### src/rtl/pestat_pkg.sv
package pestat_pkg;
    typedef enum logic [1:0] {
        ST_READ      = 2'd0,
        ST_BUSY      = 2'd1,
        ST_DONE_WAIT = 2'd2,
        ST_FAIL_WAIT = 2'd3
    } state_t;

    localparam logic [1:0] CFG_AUTO = 2'b00;
    localparam logic [1:0] CFG_HOLD = 2'b01;
endpackage

### src/rtl/pestat_cfg.sv
module pestat_cfg (
    input  logic       clk,
    input  logic       por_n,
    input  logic       cfg_wr,
    input  logic [1:0] cfg_val,
    output logic       mode_hold
);
    import pestat_pkg::*;

    logic legal;
    assign legal = (cfg_val == CFG_AUTO) || (cfg_val == CFG_HOLD);

    always_ff @(posedge clk or negedge por_n) begin
        if (!por_n)
            mode_hold <= 1'b0;
        else if (cfg_wr && legal)
            mode_hold <= (cfg_val == CFG_HOLD);
    end
endmodule

### src/rtl/pestat_fsm.sv
module pestat_fsm (
    input  logic                clk,
    input  logic                rst_n,
    input  logic                op_start,
    input  logic                op_done,
    input  logic                op_fail,
    input  logic                id_exit,
    input  logic                mode_hold,
    output pestat_pkg::state_t  state,
    output logic                start_acc
);
    import pestat_pkg::*;

    state_t nxt;

    assign start_acc = (state == ST_READ) && op_start;

    always_ff @(posedge clk or negedge rst_n) begin
        if (!rst_n) state <= ST_READ;
        else        state <= nxt;
    end

    always_comb begin
        nxt = state;
        unique case (state)
            ST_READ:      if (op_start) nxt = ST_BUSY;
            ST_BUSY: begin
                if (op_fail)      nxt = ST_FAIL_WAIT;
                else if (op_done) nxt = mode_hold ? ST_DONE_WAIT : ST_READ;
            end
            ST_DONE_WAIT: if (id_exit) nxt = ST_READ;
            ST_FAIL_WAIT: if (id_exit) nxt = ST_READ;
        endcase
    end
endmodule

### src/rtl/pestat_track.sv
module pestat_track #(
    parameter int DATA_W   = 16,
    parameter int POLL_BIT = 7
) (
    input  logic              clk,
    input  logic              rst_n,
    input  logic              start_acc,
    input  logic              busy,
    input  logic              rd_stb,
    input  logic              op_is_erase,
    input  logic [DATA_W-1:0] op_data,
    output logic              tog_q,
    output logic              erase_q,
    output logic              bit_q
);
    always_ff @(posedge clk or negedge rst_n) begin
        if (!rst_n) begin
            tog_q   <= 1'b0;
            erase_q <= 1'b0;
            bit_q   <= 1'b0;
        end else if (start_acc) begin
            tog_q   <= 1'b0;
            erase_q <= op_is_erase;
            bit_q   <= op_data[POLL_BIT];
        end else if (busy && rd_stb) begin
            tog_q   <= ~tog_q;
        end
    end
endmodule

### src/rtl/pestat_gen.sv
module pestat_gen #(
    parameter int DATA_W   = 16,
    parameter int POLL_BIT = 7
) (
    input  logic              clk,
    input  logic              por_n,
    input  logic              dev_rst_n,
    input  logic              op_start,
    input  logic              op_is_erase,
    input  logic [DATA_W-1:0] op_data,
    input  logic              op_done,
    input  logic              op_fail,
    input  logic              rd_stb,
    input  logic              cfg_wr,
    input  logic [1:0]        cfg_val,
    input  logic              id_exit,
    output logic              show_status,
    output logic              dq7,
    output logic              dq6
);
    import pestat_pkg::*;

    logic   fsm_rst_n;
    logic   mode_hold;
    logic   start_acc;
    logic   tog_q, erase_q, bit_q;
    logic   busy_dq7;
    state_t state;

    assign fsm_rst_n = por_n & dev_rst_n;

    pestat_cfg u_cfg (
        .clk(clk), .por_n(por_n), .cfg_wr(cfg_wr),
        .cfg_val(cfg_val), .mode_hold(mode_hold)
    );

    pestat_fsm u_fsm (
        .clk(clk), .rst_n(fsm_rst_n), .op_start(op_start),
        .op_done(op_done), .op_fail(op_fail), .id_exit(id_exit),
        .mode_hold(mode_hold), .state(state), .start_acc(start_acc)
    );

    pestat_track #(.DATA_W(DATA_W), .POLL_BIT(POLL_BIT)) u_track (
        .clk(clk), .rst_n(fsm_rst_n), .start_acc(start_acc),
        .busy(state == ST_BUSY), .rd_stb(rd_stb),
        .op_is_erase(op_is_erase), .op_data(op_data),
        .tog_q(tog_q), .erase_q(erase_q), .bit_q(bit_q)
    );

    assign busy_dq7 = (!mode_hold && !erase_q) ? ~bit_q : 1'b0;

    always_comb begin
        show_status = 1'b1;
        dq7         = 1'b0;
        dq6         = 1'b0;
        unique case (state)
            ST_READ:      show_status = 1'b0;
            ST_BUSY:      begin dq7 = busy_dq7; dq6 = tog_q; end
            ST_DONE_WAIT: begin dq7 = 1'b1;     dq6 = tog_q; end
            ST_FAIL_WAIT: begin dq7 = busy_dq7; dq6 = tog_q; end
        endcase
    end
endmodule

### config.mk
export PLATFORM = sky130hd
export DESIGN_NAME = pestat_gen
export DESIGN_NICKNAME = d
export VERILOG_FILES = /design/src/rtl/pestat_pkg.sv /design/src/rtl/pestat_cfg.sv /design/src/rtl/pestat_fsm.sv /design/src/rtl/pestat_track.sv /design/src/rtl/pestat_gen.sv
export SDC_FILE = /design/constraint.sdc
export NUM_CORES = 1
export LEC_CHECK = 0
export BUFFER_PORTS_ARGS = -buffer_cell sky130_fd_sc_hd__buf_2
export CAP_MARGIN = 20
export CORE_AREA = 2 2 39 41
export DETAILED_ROUTE_END_ITERATION = 12
export DIE_AREA = 0 0 41 43
export PLACE_DENSITY = 0.65
export SLEW_MARGIN = 25
export SYNTH_ARGS = -nofsm -noshare
export SYNTH_HDL_FRONTEND = slang
export SYNTH_HIERARCHICAL = 1
export SYNTH_SLANG_ARGS = --single-unit
### constraint.sdc
create_clock -name clk -period 1.21 [get_ports clk]
set_input_delay 0.242 -clock clk [delete_from_list [all_inputs] [get_ports clk]]
set_output_delay 0.242 -clock clk [all_outputs]
set_load 0.01 [all_outputs]
# After elaboration in Yosys (flattened, before gate mapping)
# Cells that the tools add are included.
[totals] regBits=6 in_bits=28 out_inout_bits=3 word_cells=41
[classes] eq_ne=7 muxes=12 bitwise=3 reduce_logical=14
[op_table] op="2-bit two-way mux" count=5
[op_table] op="2-bit case mux with 3 select lines" count=1
[op_table] op="1-bit two-way mux" count=5
[op_table] op="2-bit by 1-bit == test with 1-bit output (second input constant)" count=2
[op_table] op="2-bit == test (second input constant)" count=2
[op_table] op="1-bit logical AND" count=4
[op_table] op="2-bit logical NOT" count=2
[op_table] op="2-bit OR reduction" count=2
[op_table] op="3-bit != test (second input constant)" count=1
[op_table] op="3-bit AND reduction" count=1
[op_table] op="3-bit OR reduction" count=1
[op_table] op="1-bit logical NOT" count=2
[op_table] op="2-bit by 1-bit != test with 1-bit output (second input constant)" count=1
[op_table] op="2-bit != test (second input constant)" count=1
[op_table] op="1-bit inverter" count=2
[op_table] op="1-bit case mux with 2 select lines" count=1
[op_table] op="2-bit nonzero test" count=1
[op_table] op="1-bit AND" count=1
[op_table] op="1-bit logical OR" count=1

# Longest topological paths before layout
[depth] depth_word=4 mapped_depth=3 mapped_depth_nobuf=3

# By module
# The synthesis kept the hierarchy.
[modules_own_cells] mod="pestat_track" instances=1 cells_each=8 area_per_inst_um2=120.1
[modules_own_cells] mod="pestat_fsm" instances=1 cells_each=11 area_per_inst_um2=111.4
[modules_own_cells] mod="pestat_gen" instances=1 cells_each=6 area_per_inst_um2=48.8
[modules_own_cells] mod="pestat_cfg" instances=1 cells_each=3 area_per_inst_um2=46.3

# Worst setup path after synthesis
# No wires, ideal clock.
[synth_timing] path_kind="register -> register" start="register u_fsm.state[1]" end="register u_track.bit_q" setup_time_ns=0.125 t_arrival_ns=1.122 path_slack_ns=-0.036 path_stages_with_launch=3 period_less_slack_ns=1.246 cell_sequence="dfrtp_1 -> nor3b_1 -> mux2_2"
[synth_between] elab_chain_cells=2
[synth_rtl] item="from (decl)" line_no="pestat_fsm.sv:9" rtl="output pestat_pkg::state_t state,"
[synth_rtl] item="from (signal assigned)" line_no="pestat_fsm.sv:20" rtl="else state <= nxt;"
[synth_rtl] item="2-bit logical NOT" line_no="pestat_fsm.sv:16" rtl="assign start_acc = (state == ST_READ) && op_start;"
[synth_rtl] item="1-bit logical AND" line_no="pestat_fsm.sv:16"
[synth_rtl] item="named net start_acc" line_no="pestat_gen.sv:25" rtl="logic start_acc;"
[synth_rtl] item="to (signal assigned)" line_no="pestat_track.sv:24" rtl="bit_q <= op_data[POLL_BIT];"
[synth_rtl] item="to (decl)" line_no="pestat_track.sv:14" rtl="output logic bit_q"
# The timed path passes the listed nets, and every way through them passes these cells.
# A chain may end at the register's enable or synchronous reset.

# Final worst setup path
[layout_timing] start="register u_fsm.state[1]" end="output dq6"
[layout_between] elab_chain_cells=3
[layout_rtl] item="2-bit == test or 2-bit by 1-bit == test with 1-bit output (tied branches)" line_no="pestat_gen.sv:56" rtl="unique case (state)"
[layout_rtl] item="3-bit OR reduction (no source line) (*)"
[layout_rtl] item="1-bit two-way mux (*)" line_no="pestat_gen.sv:56"
[layout_rtl] item="to (decl)" line_no="pestat_gen.sv:19" rtl="output logic dq6"
# Every way passes the cells marked *; elsewhere a longest branch is shown, timed or not.

==> run_results.csv <==
group,metric,value,unit
yosys,ys_types,20,
layout,fillCellCount,149,
yosys,synth.area.top_cells,"dfrtp_1 (46%), mux2_2 (6.9%), o32ai_2 (5.0%)",
grt,antenna_found_initial,0,
grt,grt.overflow.total,0,
detailed_routing,drc,0,
detailed_routing,drtPass1Iterations,3,
power,p_int,742,uW
layout,fin_nets,82,
yosys,ys_ff_latch,6,
yosys,synthCells,28,
timing,finalMaxSlewViolations,0,
grt,grt_pass1_vias,282,
cts,clk_pin_slew,0.04,ns
critical_path,max_stage_delay,0.41,ns
outcome,status,"finished with violations",
cts,cts_max_level,1,
cts,clock-sinks,6,
yosys,synth_nets,56,
grt,grt_max_degree,6,
min_path,hold_class,"input port to register",
floorplanning,core,1380,um2
cts,clock_latency,0.24,ns
critical_path,path_cells,"or2_4, and2_4, buf_6",
critical_path,crit_arrival,1.15,ns
floorplanning,io_pins,31,
yosys,syn_area,327,um2
critical_path,start_kind,"register",
place,routabilityCongestion,0.686,
yosys,synth.top_cells.by_count,"dfrtp_1 (6), a21oi_1 (2), mux2_2 (2), nand2b_1 (2)",
layout,syn2layout_area_growth,55.9,%
timing,hold_viol,0,
timing,fin_crit_sh,115,%
cts,cts-root-buf,"clkbuf_4",
grt,track_usage,8.81,%
cts,cts_tree,"yes",
yosys,ys.flop_type,"dfrtp_1",
yosys,synth-simple-area-share,24.9,%
place,dp_hpwl,537,um
detailed_routing,drt_wl_total,620,um
timing,period_minus_slack,1.39,ns
yosys,async_flop_share,100,%
timing,maxSlewHeadroom,80.4,%
floorplanning,die_w,41,um
outcome,violations,"setup timing",
timing,setup_viol,4,
timing,max_freq,718,MHz
layout,final_core_util,36.8,%
power,vdd_drop_max,0.821,mV
yosys,synth_compound_area_share,13.0,%
critical_path,crit_fanout,5,
yosys,synth_most_common_cell,"dfrtp_1",
detailed_routing,routed_via_density,4.29,
power,leakagePower,0.000258,uW
yosys,ys_seq_area_share,46.0,%
floorplanning,fp.dieArea,1760,um2
floorplanning,die_h,43,um
yosys,synth_top_area_cell,"dfrtp_1",
power,clockPowerShare,16.6,%
layout,diodes,0,
yosys,synth_fa_ha_area_share,0,%
grt,grt_pass1_wl,979,um
floorplanning,rows,14,
detailed_routing,drtIter0Drc,1,
timing,setup_ws,-0.182,ns
cts,clock_path_buffers,2,
power,seq_power_share,34.0,%
detailed_routing,vias,292,
critical_path,cp.required,0.97,ns
power,combPwrFrac,49.4,%
power,power_density,2090,nW/um2
timing,finalClockSkew,0.00339,ns
yosys,syn_avg_cell_area,11.7,um2
critical_path,cp_slowest_cell,"dfrtp_1",
run,maxCapViolations,0,
power,p_sw,321,uW
timing,worst_slew_pin_slew,0.293,ns
yosys,yosys.area_share.xor_xnor,0,%
layout,drive_gt1_share,57.7,%
critical_path,crit_path_end_kind,"primary output",
detailed_routing,antenna_left,0,
power,netSwitchingFraction,30.2,%
yosys,ys_warn_count,6,
cts,cts_made_buffers,3,
timing,rsz0062_at_grt,"true",
yosys,yosys-mux-area-fraction,14.9,%
yosys,synth_edf_count,0,
layout,fin_area,509,um2
floorplanning,initial_core_util,23.6,%
yosys,synth_top_cell_area_share,46.0,%
detailed_routing,wire_per_inst,9.12,um
yosys,synth_top_family_by_area,"simple AND/OR/NAND/NOR gates",
critical_path,worstSetupPathType,"register to primary output",
place,port_buffers,15,
place,placed_area,442,um2
cell usage in the layout, fill, tap and decap left out:
cell / count
a21bo_1: 1
a21oi_1: 2
and2_1: 1
and2_4: 1
and2b_2: 1
and3b_1: 1
buf_2: 14
buf_4: 4
buf_6: 1
clkbuf_4: 3
dfrtp_1: 6
dlygate4sd3_1: 2
inv_1: 1
mux2_1: 1
mux2_2: 1
mux2_4: 2
nand2_1: 1
nand2b_1: 2
nand3b_1: 1
nor2_1: 1
nor3_1: 1
nor3b_2: 1
o22ai_1: 1
o32ai_2: 1
or2_4: 1
routing by layer:
layer	global-route usage (%)	routed length [um]	part of all wire, %
met1	8.28	249	40
met2	13.8	324	52
met3	4.71	46	7.4
met4	6.00	0	0
met5	0	0	0
timing repair:
action                                  CTS  global route
hold buffers                              2             0
endpoints found under the setup margin    3             5
endpoints found under the hold margin     6             0
buffers inserted                          1             1
gates resized for setup                   1             1
gates cloned                              0             0
pin swaps                                 2             2
path summary, 6_finish.rpt:
| path | from | to | slack, ns | cells past startpoint |
|---|---|---|---|---|
| max in group asynchronous | por_n | u_track/tog_q | 0.50 | 3 |
| worst max-delay path | u_fsm/state[1] | dq6 | -0.18 | 3 |
| min in group asynchronous | por_n | u_cfg/mode_hold | 0.31 | 2 |
| worst max register to register | u_fsm/state[0] | u_track/erase_q | -0.03 | 2 |
| worst min-delay path | id_exit | u_fsm/state[0] | 0.20 | 2 |
| worst min register to register | u_track/bit_q | u_track/bit_q | 0.51 | 1 |
area by class of cell:
cell class	instances	area [um2]	share of cell area, %
multi-input combinational	21	181	35.6
sequential	6	150	29.5
timing repair buffer	21	131	25.8
clock buffer	3	22.5	4.42
tap	16	20.0	3.93
inverter	1	3.75	0.737
worst max-delay path: cells and delay by family (launching register included):
kind / cells / cell delay (ns)
and+or+nand+nor: 2 / 0.39
buffers and inverters: 1 / 0.11
DFF: 1 / 0.41
power groups by stage:
stage	combinational (uW)	clock [uW]	sequential, uW
6_report	525	177	361
5_1_grt	573	206	373
4_1_cts	510	191	363
3_5_place_dp	464	0	366
3_3_place_gp	453	0	362
2_1_floorplan	298	0	365
kinds of logic after synthesis:
logic type,count (synthesis)
flops,6
compound gates,5
mux,4
buf+inv,1
simple gates,12
state kept, by name, summed over array words and instances (netlist names):
register / flops
u_track/bit_q: 1
u_fsm/state: 2
u_track/erase_q: 1
u_track/tog_q: 1
u_cfg/mode_hold: 1
per-stage QoR:
step	total power [uW]	worst slack [ns]	hold slack, ns	setup TNS, ns	cells
2_1_floorplan	663	0.0595	-0.0536	0	28
3_3_place_gp	815	0.0294	0.0236	0	61
5_1_grt	1150	-0.236	0.200	-0.637	68
6_report	1060	-0.182	0.203	-0.448	68
4_1_cts	1060	-0.224	0.193	-0.538	67
3_5_place_dp	831	0.0170	0.0248	0	61
No activity file was read; power rests on OpenSTA's default activity.
